==> src/rtl/cpart_pkg.sv <==
package cpart_pkg;
  typedef enum logic [1:0] {
    ST_IDLE,
    ST_RUN,
    ST_DONE
  } cp_state_e;
endpackage

==> src/rtl/cpart_alloc.sv <==
module cpart_alloc
  import cpart_pkg::*;
#(
  parameter int NUM_CORES = 30,
  parameter int MAX_APPS  = 4,
  parameter int WG_W      = 8,
  parameter int CNT_W     = $clog2(NUM_CORES + 1),
  parameter int NA_W      = $clog2(MAX_APPS) + 1
) (
  input  logic                      clk,
  input  logic                      rst_n,
  input  logic                      start,
  input  logic [NA_W-1:0]           num_apps,
  input  logic [MAX_APPS*WG_W-1:0]  wg_flat,
  output logic                      done_o,
  output logic                      err_o,
  output logic [MAX_APPS*CNT_W-1:0] cnt_flat,
  output logic [MAX_APPS*WG_W-1:0]  cap_flat
);
  localparam int PTR_W = (MAX_APPS > 1) ? $clog2(MAX_APPS) : 1;
  localparam int CMP_W = (WG_W > CNT_W) ? WG_W : CNT_W;

  cp_state_e        state_q;
  logic [WG_W-1:0]  cap_q [MAX_APPS];
  logic [CNT_W-1:0] cnt_q [MAX_APPS];
  logic [CNT_W-1:0] rem_q;
  logic [PTR_W-1:0] ptr_q;
  logic [NA_W-1:0]  n_q;
  logic             granted_q;
  logic             err_q;

  logic bad_req, give, at_last, pool_last;

  assign bad_req   = (num_apps == '0) || (num_apps > NA_W'(MAX_APPS));
  assign give      = (state_q == ST_RUN) && (rem_q != '0) &&
                     (CMP_W'(cnt_q[ptr_q]) < CMP_W'(cap_q[ptr_q]));
  assign at_last   = (NA_W'(ptr_q) == (n_q - NA_W'(1)));
  assign pool_last = (rem_q == '0) || (give && (rem_q == CNT_W'(1)));

  always_ff @(posedge clk or negedge rst_n) begin
    if (!rst_n) begin
      state_q   <= ST_IDLE;
      rem_q     <= '0;
      ptr_q     <= '0;
      n_q       <= '0;
      granted_q <= 1'b0;
      err_q     <= 1'b0;
      for (int i = 0; i < MAX_APPS; i++) begin
        cap_q[i] <= '0;
        cnt_q[i] <= '0;
      end
    end else if (start) begin
      state_q   <= ST_RUN;
      n_q       <= num_apps;
      ptr_q     <= '0;
      granted_q <= 1'b0;
      err_q     <= bad_req;
      rem_q     <= bad_req ? '0 : CNT_W'(NUM_CORES);
      for (int i = 0; i < MAX_APPS; i++) begin
        cap_q[i] <= (i < int'(num_apps)) ? wg_flat[i*WG_W +: WG_W] : '0;
        cnt_q[i] <= '0;
      end
    end else if (state_q == ST_RUN) begin
      if (give) begin
        cnt_q[ptr_q] <= cnt_q[ptr_q] + CNT_W'(1);
        rem_q        <= rem_q - CNT_W'(1);
      end
      if (pool_last) begin
        state_q <= ST_DONE;
      end else if (at_last) begin
        if (!(granted_q || give)) begin
          state_q <= ST_DONE;
        end else begin
          ptr_q     <= '0;
          granted_q <= 1'b0;
        end
      end else begin
        ptr_q     <= ptr_q + PTR_W'(1);
        granted_q <= granted_q | give;
      end
    end
  end

  assign done_o = (state_q == ST_DONE);
  assign err_o  = err_q;

  for (genvar g = 0; g < MAX_APPS; g++) begin : g_out
    assign cnt_flat[g*CNT_W +: CNT_W] = cnt_q[g];
    assign cap_flat[g*WG_W +: WG_W]   = cap_q[g];
  end
endmodule

==> src/rtl/cpart_map.sv <==
module cpart_map #(
  parameter int NUM_CORES = 30,
  parameter int MAX_APPS  = 4,
  parameter int CNT_W     = $clog2(NUM_CORES + 1),
  parameter int ID_W      = (MAX_APPS > 1) ? $clog2(MAX_APPS) : 1,
  parameter int ENT_W     = ID_W + 1
) (
  input  logic [MAX_APPS*CNT_W-1:0]  cnt_flat,
  output logic [NUM_CORES*ENT_W-1:0] map_flat
);
  localparam int SUM_W = CNT_W + ID_W + 1;

  logic [SUM_W-1:0] pre [MAX_APPS+1];

  always_comb begin
    pre[0] = '0;
    for (int i = 0; i < MAX_APPS; i++) begin
      pre[i+1] = pre[i] + SUM_W'(cnt_flat[i*CNT_W +: CNT_W]);
    end
  end

  for (genvar c = 0; c < NUM_CORES; c++) begin : g_core
    logic [ID_W-1:0] id;
    logic            owned;
    always_comb begin
      id = '0;
      for (int i = 1; i < MAX_APPS; i++) begin
        if (pre[i] <= SUM_W'(c)) id = id + ID_W'(1);
      end
    end
    assign owned = (SUM_W'(c) < pre[MAX_APPS]);
    assign map_flat[c*ENT_W +: ENT_W] = owned ? {1'b1, id} : '0;
  end
endmodule

==> src/rtl/cpart_top.sv <==
module cpart_top #(
  parameter int NUM_CORES = 30,
  parameter int MAX_APPS  = 4,
  parameter int WG_W      = 8,
  parameter int CNT_W     = $clog2(NUM_CORES + 1),
  parameter int NA_W      = $clog2(MAX_APPS) + 1,
  parameter int ENT_W     = ((MAX_APPS > 1) ? $clog2(MAX_APPS) : 1) + 1
) (
  input  logic                       clk,
  input  logic                       rst_n,
  input  logic                       start,
  input  logic [NA_W-1:0]            num_apps,
  input  logic [MAX_APPS*WG_W-1:0]   wg_count,
  output logic                       done,
  output logic                       err,
  output logic [MAX_APPS*CNT_W-1:0]  core_cnt,
  output logic [NUM_CORES*ENT_W-1:0] owner_map
);
  logic [MAX_APPS*WG_W-1:0] cap_flat;

  cpart_alloc #(
    .NUM_CORES(NUM_CORES), .MAX_APPS(MAX_APPS), .WG_W(WG_W),
    .CNT_W(CNT_W), .NA_W(NA_W)
  ) u_alloc (
    .clk(clk), .rst_n(rst_n), .start(start), .num_apps(num_apps),
    .wg_flat(wg_count), .done_o(done), .err_o(err),
    .cnt_flat(core_cnt), .cap_flat(cap_flat)
  );

  cpart_map #(
    .NUM_CORES(NUM_CORES), .MAX_APPS(MAX_APPS), .CNT_W(CNT_W),
    .ENT_W(ENT_W)
  ) u_map (
    .cnt_flat(core_cnt), .map_flat(owner_map)
  );
endmodule

==> config.mk <==
export PLATFORM = sky130hd
export DESIGN_NAME = cpart_top
export DESIGN_NICKNAME = d
export VERILOG_FILES = /design/src/rtl/cpart_pkg.sv /design/src/rtl/cpart_alloc.sv /design/src/rtl/cpart_map.sv /design/src/rtl/cpart_top.sv
export SDC_FILE = /design/constraint.sdc
export NUM_CORES = 1
export LEC_CHECK = 0
export ABC_AREA = 1
export CAP_MARGIN = 20
export CORE_AREA = 5 5 141 143
export DETAILED_ROUTE_END_ITERATION = 8
export DIE_AREA = 0 0 146 148
export PLACE_DENSITY_LB_ADDON = 0.25
export SLEW_MARGIN = 20
export SYNTH_ARGS = -nofsm -noshare
export SYNTH_HDL_FRONTEND = slang
export SYNTH_SLANG_ARGS = --single-unit
==> constraint.sdc <==
create_clock -name clk -period 5.23 [get_ports clk]
set_input_delay 0.523 -clock clk [delete_from_list [all_inputs] [get_ports clk]]
set_output_delay 0.523 -clock clk [all_outputs]
set_load 0.1 [all_outputs]
==> results of run 1 <==
-- state kept, by name (all words and copies together) (netlist names) --
register / flops
u_alloc.n_q: 3
u_alloc.cnt_flat: 20
u_alloc.rem_q: 5
u_alloc.err_o: 1
u_alloc.granted_q: 1
u_alloc.cap_flat: 32
u_alloc.state_q: 2
u_alloc.ptr_q: 2
-- critical path, stage by stage (launching register included) --
cell,delay (ns)
dfrtp_4,0.55
ha_4,0.19
fa_2,0.53
fa_2,0.66
inv_1,0.12
fa_2,0.42
xnor2_2,0.47
inv_1,0.18
nor2_2,0.15
nand2_1,0.13
o211ai_1,0.38
nand2_1,0.16
clkinvlp_4,0.11
buf_12,0.16
-- area by class of cell --
cell class,instances,area [um2]
multi-input cells,815,4870
fillers,1696,7850
well taps,234,293
clock inverters,4,51.3
inverters,246,932
flip-flops and latches,66,1680
repair buffers,161,2530
clock buffers,11,253
-- cell families (layout without fill, tap and decap cells) --
| group | after synthesis | in the layout | synth area share, % |
|---|---|---|---|
| compound gates | 172 | 172 | 12.3 |
| fa+ha+maj | 92 | 92 | 16.1 |
| buf+inv | 282 | 422 | 15.2 |
| simple gates | 518 | 519 | 29.9 |
| flops | 66 | 66 | 22.7 |
| xor+xnor | 32 | 32 | 3.85 |
-- Yosys cell counts (6+ instances only) --
master / count
dfrtp_1: 66
nand2_1: 260
inv_1: 238
o22ai_1: 8
nor2_1: 122
xnor2_1: 16
ha_1: 89
inv_2: 6
o21ai_1: 21
a21oi_1: 54
buf_2: 7
nand3_1: 109
o21ai_0: 80
nand2_2: 6
clkbuf_1: 18
xor2_1: 16
-- metrics by stage --
| step | instance area, um2 | setup TNS [ns] |
|---|---|---|
| floorplan | 7600 | -1.42 |
| global placement | 10100 | 0 |
| detailed placement | 10200 | 0 |
| CTS | 10500 | 0 |
| global route | 10600 | -0.0488 |
| finish | 10600 | 0 |
-- how the worst max path moves through the flow --
| stage | slack, ns | startpoint | endpoint | depth (start not counted) |
|---|---|---|---|---|
| floorplan | -0.52 | u_alloc.cnt_flat[5]$_DFFE_PN0P_ | owner_map[88] | 18 |
| global placement | 0.32 | u_alloc.cnt_flat[0]$_DFFE_PN0P_ | owner_map[74] | 22 |
| detailed placement | 0.20 | u_alloc.cnt_flat[2]$_DFFE_PN0P_ | owner_map[74] | 21 |
| CTS | 0.001 | u_alloc.cnt_flat[0]$_DFFE_PN0P_ | owner_map[74] | 20 |
| global route | -0.02 | u_alloc.cnt_flat[0]$_DFFE_PN0P_ | owner_map[88] | 13 |
| finish | 0.16 | u_alloc.cnt_flat[0]$_DFFE_PN0P_ | owner_map[88] | 13 |
-- what timing repair did --
| action | 4_1_cts | 5_1_grt |
|---|---|---|
| gates cloned | 0 | 1 |
| hold buffers | 0 | 0 |
| endpoints found under the setup margin | 43 | 87 |
| pin swaps | 1 | 4 |
| gates resized for setup | 3 | 12 |
| setup buffers | 0 | 6 |
-- per-layer routing --
metal | track usage (%) | vias up
li1 | - | 3865
met1 | 26.0 | 3449
met2 | 37.9 | 231
met3 | 2.51 | 41
met4 | 6.91 | 0
met5 | 0 | -
-- cell usage in the layout, fill, tap and decap left out, types with 6 or more instances in the layout --
master | netlist | final
a21oi_1 | 54 | 52
buf_12 | 0 | 93
buf_4 | 4 | 8
clkbuf_16 | 0 | 9
clkdlybuf4s50_1 | 0 | 57
dfrtp_1 | 66 | 58
dfrtp_4 | 0 | 6
ha_1 | 89 | 82
ha_4 | 0 | 7
inv_1 | 238 | 233
inv_2 | 6 | 10
nand2_1 | 260 | 255
nand2_2 | 6 | 8
nand3_1 | 109 | 94
nand3_2 | 0 | 15
nor2_1 | 122 | 89
nor2_2 | 4 | 36
o21ai_0 | 80 | 79
o21ai_1 | 21 | 21
o22ai_1 | 8 | 8
xnor2_1 | 16 | 13
xor2_1 | 16 | 15
==> impl_metrics.toml, run 1 <==
[cts]
clkTransAtPathRegs_ns = 0.05
cts_sinks = 66
clockBufferDepth = 2
cts_buffers = 9
clock_latency_ns = 0.33
cts_tree = "done"
htreeDepth = 3
clockRootBuffer = "clkbuf_16"

[worst_setup_path]
start_kind = "flop"
worstSetupPathType = "reg -> out"
r2r-end = "u_alloc.cnt_flat[8]$_DFFE_PN0P_"
rrSetupSlack_ns = 2.12
crit_required_ns = 4.71
r2r.worst_path.cells = 16
r2r_start = "u_alloc.ptr_q[0]$_DFFE_PN0P_"
path_max_fanout = 10
critPathArrivalTime_ns = 4.55
cp-end-kind = "output port"

[timing]
finalCriticalPeriod_ns = 5.07
layout_setup_ws_ns = 0.157
max_freq_mhz = 197
holdWs_ns = 0.373
fin_skew_ns = 0.00765
worst_slew_pin_slew_ns = 1.04
finalHoldViolCount = 0
report.final.slew_viol_count = 0
period_share_pct = 97.0
finalSetupViolations = 0
slew_headroom_pct = 30.8

[drt]
dr.first_iter.drc_count = 582
wl_per_cell_um = 15.3
ant_nets = 0
top_layer = "met4"
wl_met3_um = 1030
met1_length_um = 10200
drt-total-wl_um = 23600
first_pass_iters = 7
wl_met2_um = 11700
drc = 0
viasPerCell = 4.94
vias = 7586

[placement]
place_ws_ns = 0.203
dp.cells = 1515
dpl.hpwl_um = 19000
io_buffers = 149
place_congestion = 0.941

[floorplan]
die_x_um = 146
rows = 50
die-area_um2 = 21600
die_h_um = 148
start_util_pct = 39.5
pin_count = 150
core_um2 = 18500

[yosys]
synth_top_area_share_pct = 22.7
yosys_warnings = 0
synthesis.area_um2 = 7280
ys_async_sr_fraction_pct = 100
syn_nets = 1292
yosysSeqAreaShare_pct = 22.7
ys.flop_type = "dfrtp_1"
syn_area_per_cell_um2 = 6.27
yosys.area.top_type = "dfrtp_1"
synth_cells = 1162
synthTopCellsByArea = "dfrtp_1 23%, ha_1 15%, nand2_1 13%, inv_1 12%, nand3_1 7.5%"
yosysUniqueCellTypes = 35
synth_seq_cells = 66
synth_edf_count = 0

[grt]
antenna_found_initial = 0
grt_start_max_net_pins = 67
overflow = 0
grt_pass1_wl_um = 37100
grt_pass1_vias = 7207
grtUsageTotal_pct = 21.0

[status]
status = "finished clean"

[job]
maxCapViolations = 0

[layout]
drive_above_1_share_pct = 17.5
area_growth_pct = 45.7
fin_cells = 1537
post-route-util_pct = 57.5
antenna_cells = 0
layout.nets = 1429

[worst_hold_path]
hp-class = "in -> async"
Power of run 1 is not shown: default switching activity piles up to over one toggle a cycle in this logic, so the estimate is an artifact.
==> run 2: changes to the inputs <==
--- a/config.mk
+++ b/config.mk
@@ -5,7 +5,6 @@
 export SDC_FILE = /design/constraint.sdc
 export NUM_CORES = 1
 export LEC_CHECK = 0
-export ABC_AREA = 1
 export CAP_MARGIN = 20
 export CORE_AREA = 5 5 141 143
 export DETAILED_ROUTE_END_ITERATION = 8
==> impl_metrics.toml, run 2 <==
[status]
status = "finished clean"

[cts]
clockRootBuffer = "clkbuf_16"
cts_buffers = 9
clockBufferDepth = 2
htreeDepth = 3
cts_tree = "done"
clkTransAtPathRegs_ns = 0.05
clock_latency_ns = 0.33
hold_buffers = 0
cts_sinks = 66

[floorplan]
die_h_um = 148
start_util_pct = 39.4
die_x_um = 146
die-area_um2 = 21600
rows = 50
pin_count = 150
core_um2 = 18500

[layout]
final_common_cell = "inv_1"
multi_input_area_um2 = 5810
antenna_cells = 0
drive_above_1_share_pct = 29.0
final_cell_mix = "127 x inv_1, 94 x buf_12, 92 x nand2_1"
area_growth_pct = 57.3
layout.nets = 1204
fillCellCount = 1513
largest_reg_flops = 32
regArea_um2 = 1680
finish.instance_area_um2 = 11400

[drt]
dr.first_iter.drc_count = 515
drc = 0
first_pass_iters = 5
wl_per_cell_um = 19.0
viasPerCell = 5.45
ant_nets = 0
vias = 7155
drt-total-wl_um = 25000

[grt]
grt_pass1_vias = 7129
grtUsageTotal_pct = 22.7
grt_start_max_net_pins = 76
antenna_found_initial = 0
grt_pass1_wl_um = 39400
overflow = 0

[yosys]
synth_seq_cells = 66
synth_edf_count = 0
synth_cells = 927
yosys_warnings = 0
synthTopCellsByArea = "dfrtp_1 23%, ha_1 15%, inv_1 6.9%, a21oi_1 5.3%, nand2_1 5.2%"
synth_top_area_share_pct = 22.7
ys_top_cells_by_count = "133 x inv_1, 101 x nand2_1, 89 x ha_1"
yosysMostFrequentCell = "inv_1"
yosysUniqueCellTypes = 67
ys.flop_type = "dfrtp_1"
ys_async_sr_fraction_pct = 100
syn_area_per_cell_um2 = 7.84
synthesis.area_um2 = 7260
yosys.area.top_type = "dfrtp_1"
syn_nets = 1057
yosysSeqAreaShare_pct = 22.7

[worst_setup_path]
crit_required_ns = 4.71
critPathArrivalTime_ns = 4.53
start_kind = "flop"
cp-end-kind = "output port"
cp_cell_sequence = "ha_4 -> fa_2 -> xnor2_4 -> inv_4 -> ha_1 -> nand3_2 -> nand2_2 -> xnor2_4 -> inv_2 -> ha_4 -> o21ai_0 -> o21bai_1 -> a21oi_2 -> or4_4 -> a31oi_4 -> buf_12 -> buf_8 -> a21oi_2 -> buf_12"
critPathSlowestCell = "dfrtp_4"
path_max_fanout = 10
worstSetupPathType = "reg -> out"
critPathMaxStageDelay_ns = 0.51

[worst_hold_path]
hp-class = "in -> async"

[timing]
fin_tns_setup_ns = 0
finalCriticalPeriod_ns = 5.05
worst_slew_pin_slew_ns = 1.03
period_share_pct = 96.6
finalSetupViolations = 0
finalHoldViolCount = 0
slew_headroom_pct = 31.0
fin_skew_ns = 0.00914
report.final.slew_viol_count = 0
max_freq_mhz = 198

[placement]
dpl_cell_area_um2 = 10900
io_buffers = 149
place_congestion = 0.946
dpl.hpwl_um = 19200

[job]
maxCapViolations = 0
## run 2: cells by family (layout without fill, tap and decap cells)
| group | Yosys count | count (layout) | share of synthesized area [%] |
|---|---|---|---|
| flops | 66 | 66 | 22.7 |
| simple gates | 261 | 261 | 17.1 |
| compound gates | 232 | 232 | 20.7 |
| buf+inv | 193 | 345 | 10.8 |
| xor+xnor | 48 | 48 | 5.79 |
| mux | 35 | 35 | 6.73 |
| fa+ha+maj | 92 | 92 | 16.2 |
## run 2: worst paths after layout
path                                                 startpoint                                to  slack, ns  depth (start not counted)
worst max-delay path            u_alloc.cnt_flat[0]$_DFFE_PN0P_                     owner_map[74]       0.18                         19
worst min-delay path                                      rst_n  u_alloc.cap_flat[22]$_DFFE_PN0P_       0.36                          2
worst max register to register     u_alloc.ptr_q[0]$_DFFE_PN0P_   u_alloc.cnt_flat[7]$_DFFE_PN0P_       1.36                          9
worst min register to register        u_alloc.err_o$_DFFE_PN0P_         u_alloc.err_o$_DFFE_PN0P_       0.50                          1
max in group asynchronous                                 rst_n   u_alloc.cnt_flat[5]$_DFFE_PN0P_       4.18                          2
min in group clk                                          start   u_alloc.cap_flat[5]$_DFFE_PN0P_       0.50                          2
## run 2: cell type report
class	count	share of cell area (%)
Sequential cell	66	14.7
Tap cell	234	2.56
Multi-Input combinational cell	668	50.8
Clock inverter	4	0.438
Timing Repair Buffer	195	24.7
Inverter	134	4.53
Clock buffer	12	2.25
## run 2: timing repair
item,4_1_cts,5_1_grt
endpoints found under the setup margin,28,65
cloned,0,2
buffers inserted,3,9
pin swaps,2,7
gates resized for setup,3,12
## run 2: critical path, delay by kind of cell, from the launching register on
family	cells	cell delay (ns)
AO/OA/AOI/OAI	5	0.64
flip-flops	1	0.51
XOR/XNOR	2	0.41
AND/OR/NAND/NOR	3	0.71
buffers and inverters	5	0.73
adder cells (fa/ha/maj)	4	1.20
## run 2: layer usage
| metal | vias up | GRT usage, % | wire length [um] | part of all wire, % |
|---|---|---|---|---|
| li1 | 3412 | - | - | - |
| met1 | 3485 | 30.4 | 10700 | 43 |
| met2 | 225 | 38.9 | 12400 | 50 |
| met3 | 33 | 3.59 | 1370 | 5.5 |
| met4 | 0 | 4.80 | 494 | 2.0 |
| met5 | - | 0 | 0 | 0 |
## run 2: through the flow
step | utilization [%] | setup WS (ns) | instances | hold WS [ns]
after floorplan | - | -0.184 | 927 | 0.227
final | 61.9 | 0.179 | 1313 | 0.359
after detailed placement | 59.0 | 0.205 | 1283 | 0.475
after global routing | 61.9 | -0.00575 | 1313 | 0.446
after CTS | 60.9 | 0.0156 | 1302 | 0.401
after global placement | 59.0 | 0.292 | 1283 | 0.467
Power of run 2 is left out for the same reason.
==> run 3: changes to the inputs <==
--- a/config.mk
+++ b/config.mk
@@ -5,6 +5,7 @@
 export SDC_FILE = /design/constraint.sdc
 export NUM_CORES = 1
 export LEC_CHECK = 0
+export ABC_CLOCK_PERIOD_IN_PS = 5230
 export CAP_MARGIN = 20
 export CORE_AREA = 5 5 141 143
 export DETAILED_ROUTE_END_ITERATION = 8
==> results of run 3 <==
Same layout as run 2: the final DEF is identical, and so are final timing and power.
Power of run 3 is left out for the same reason.
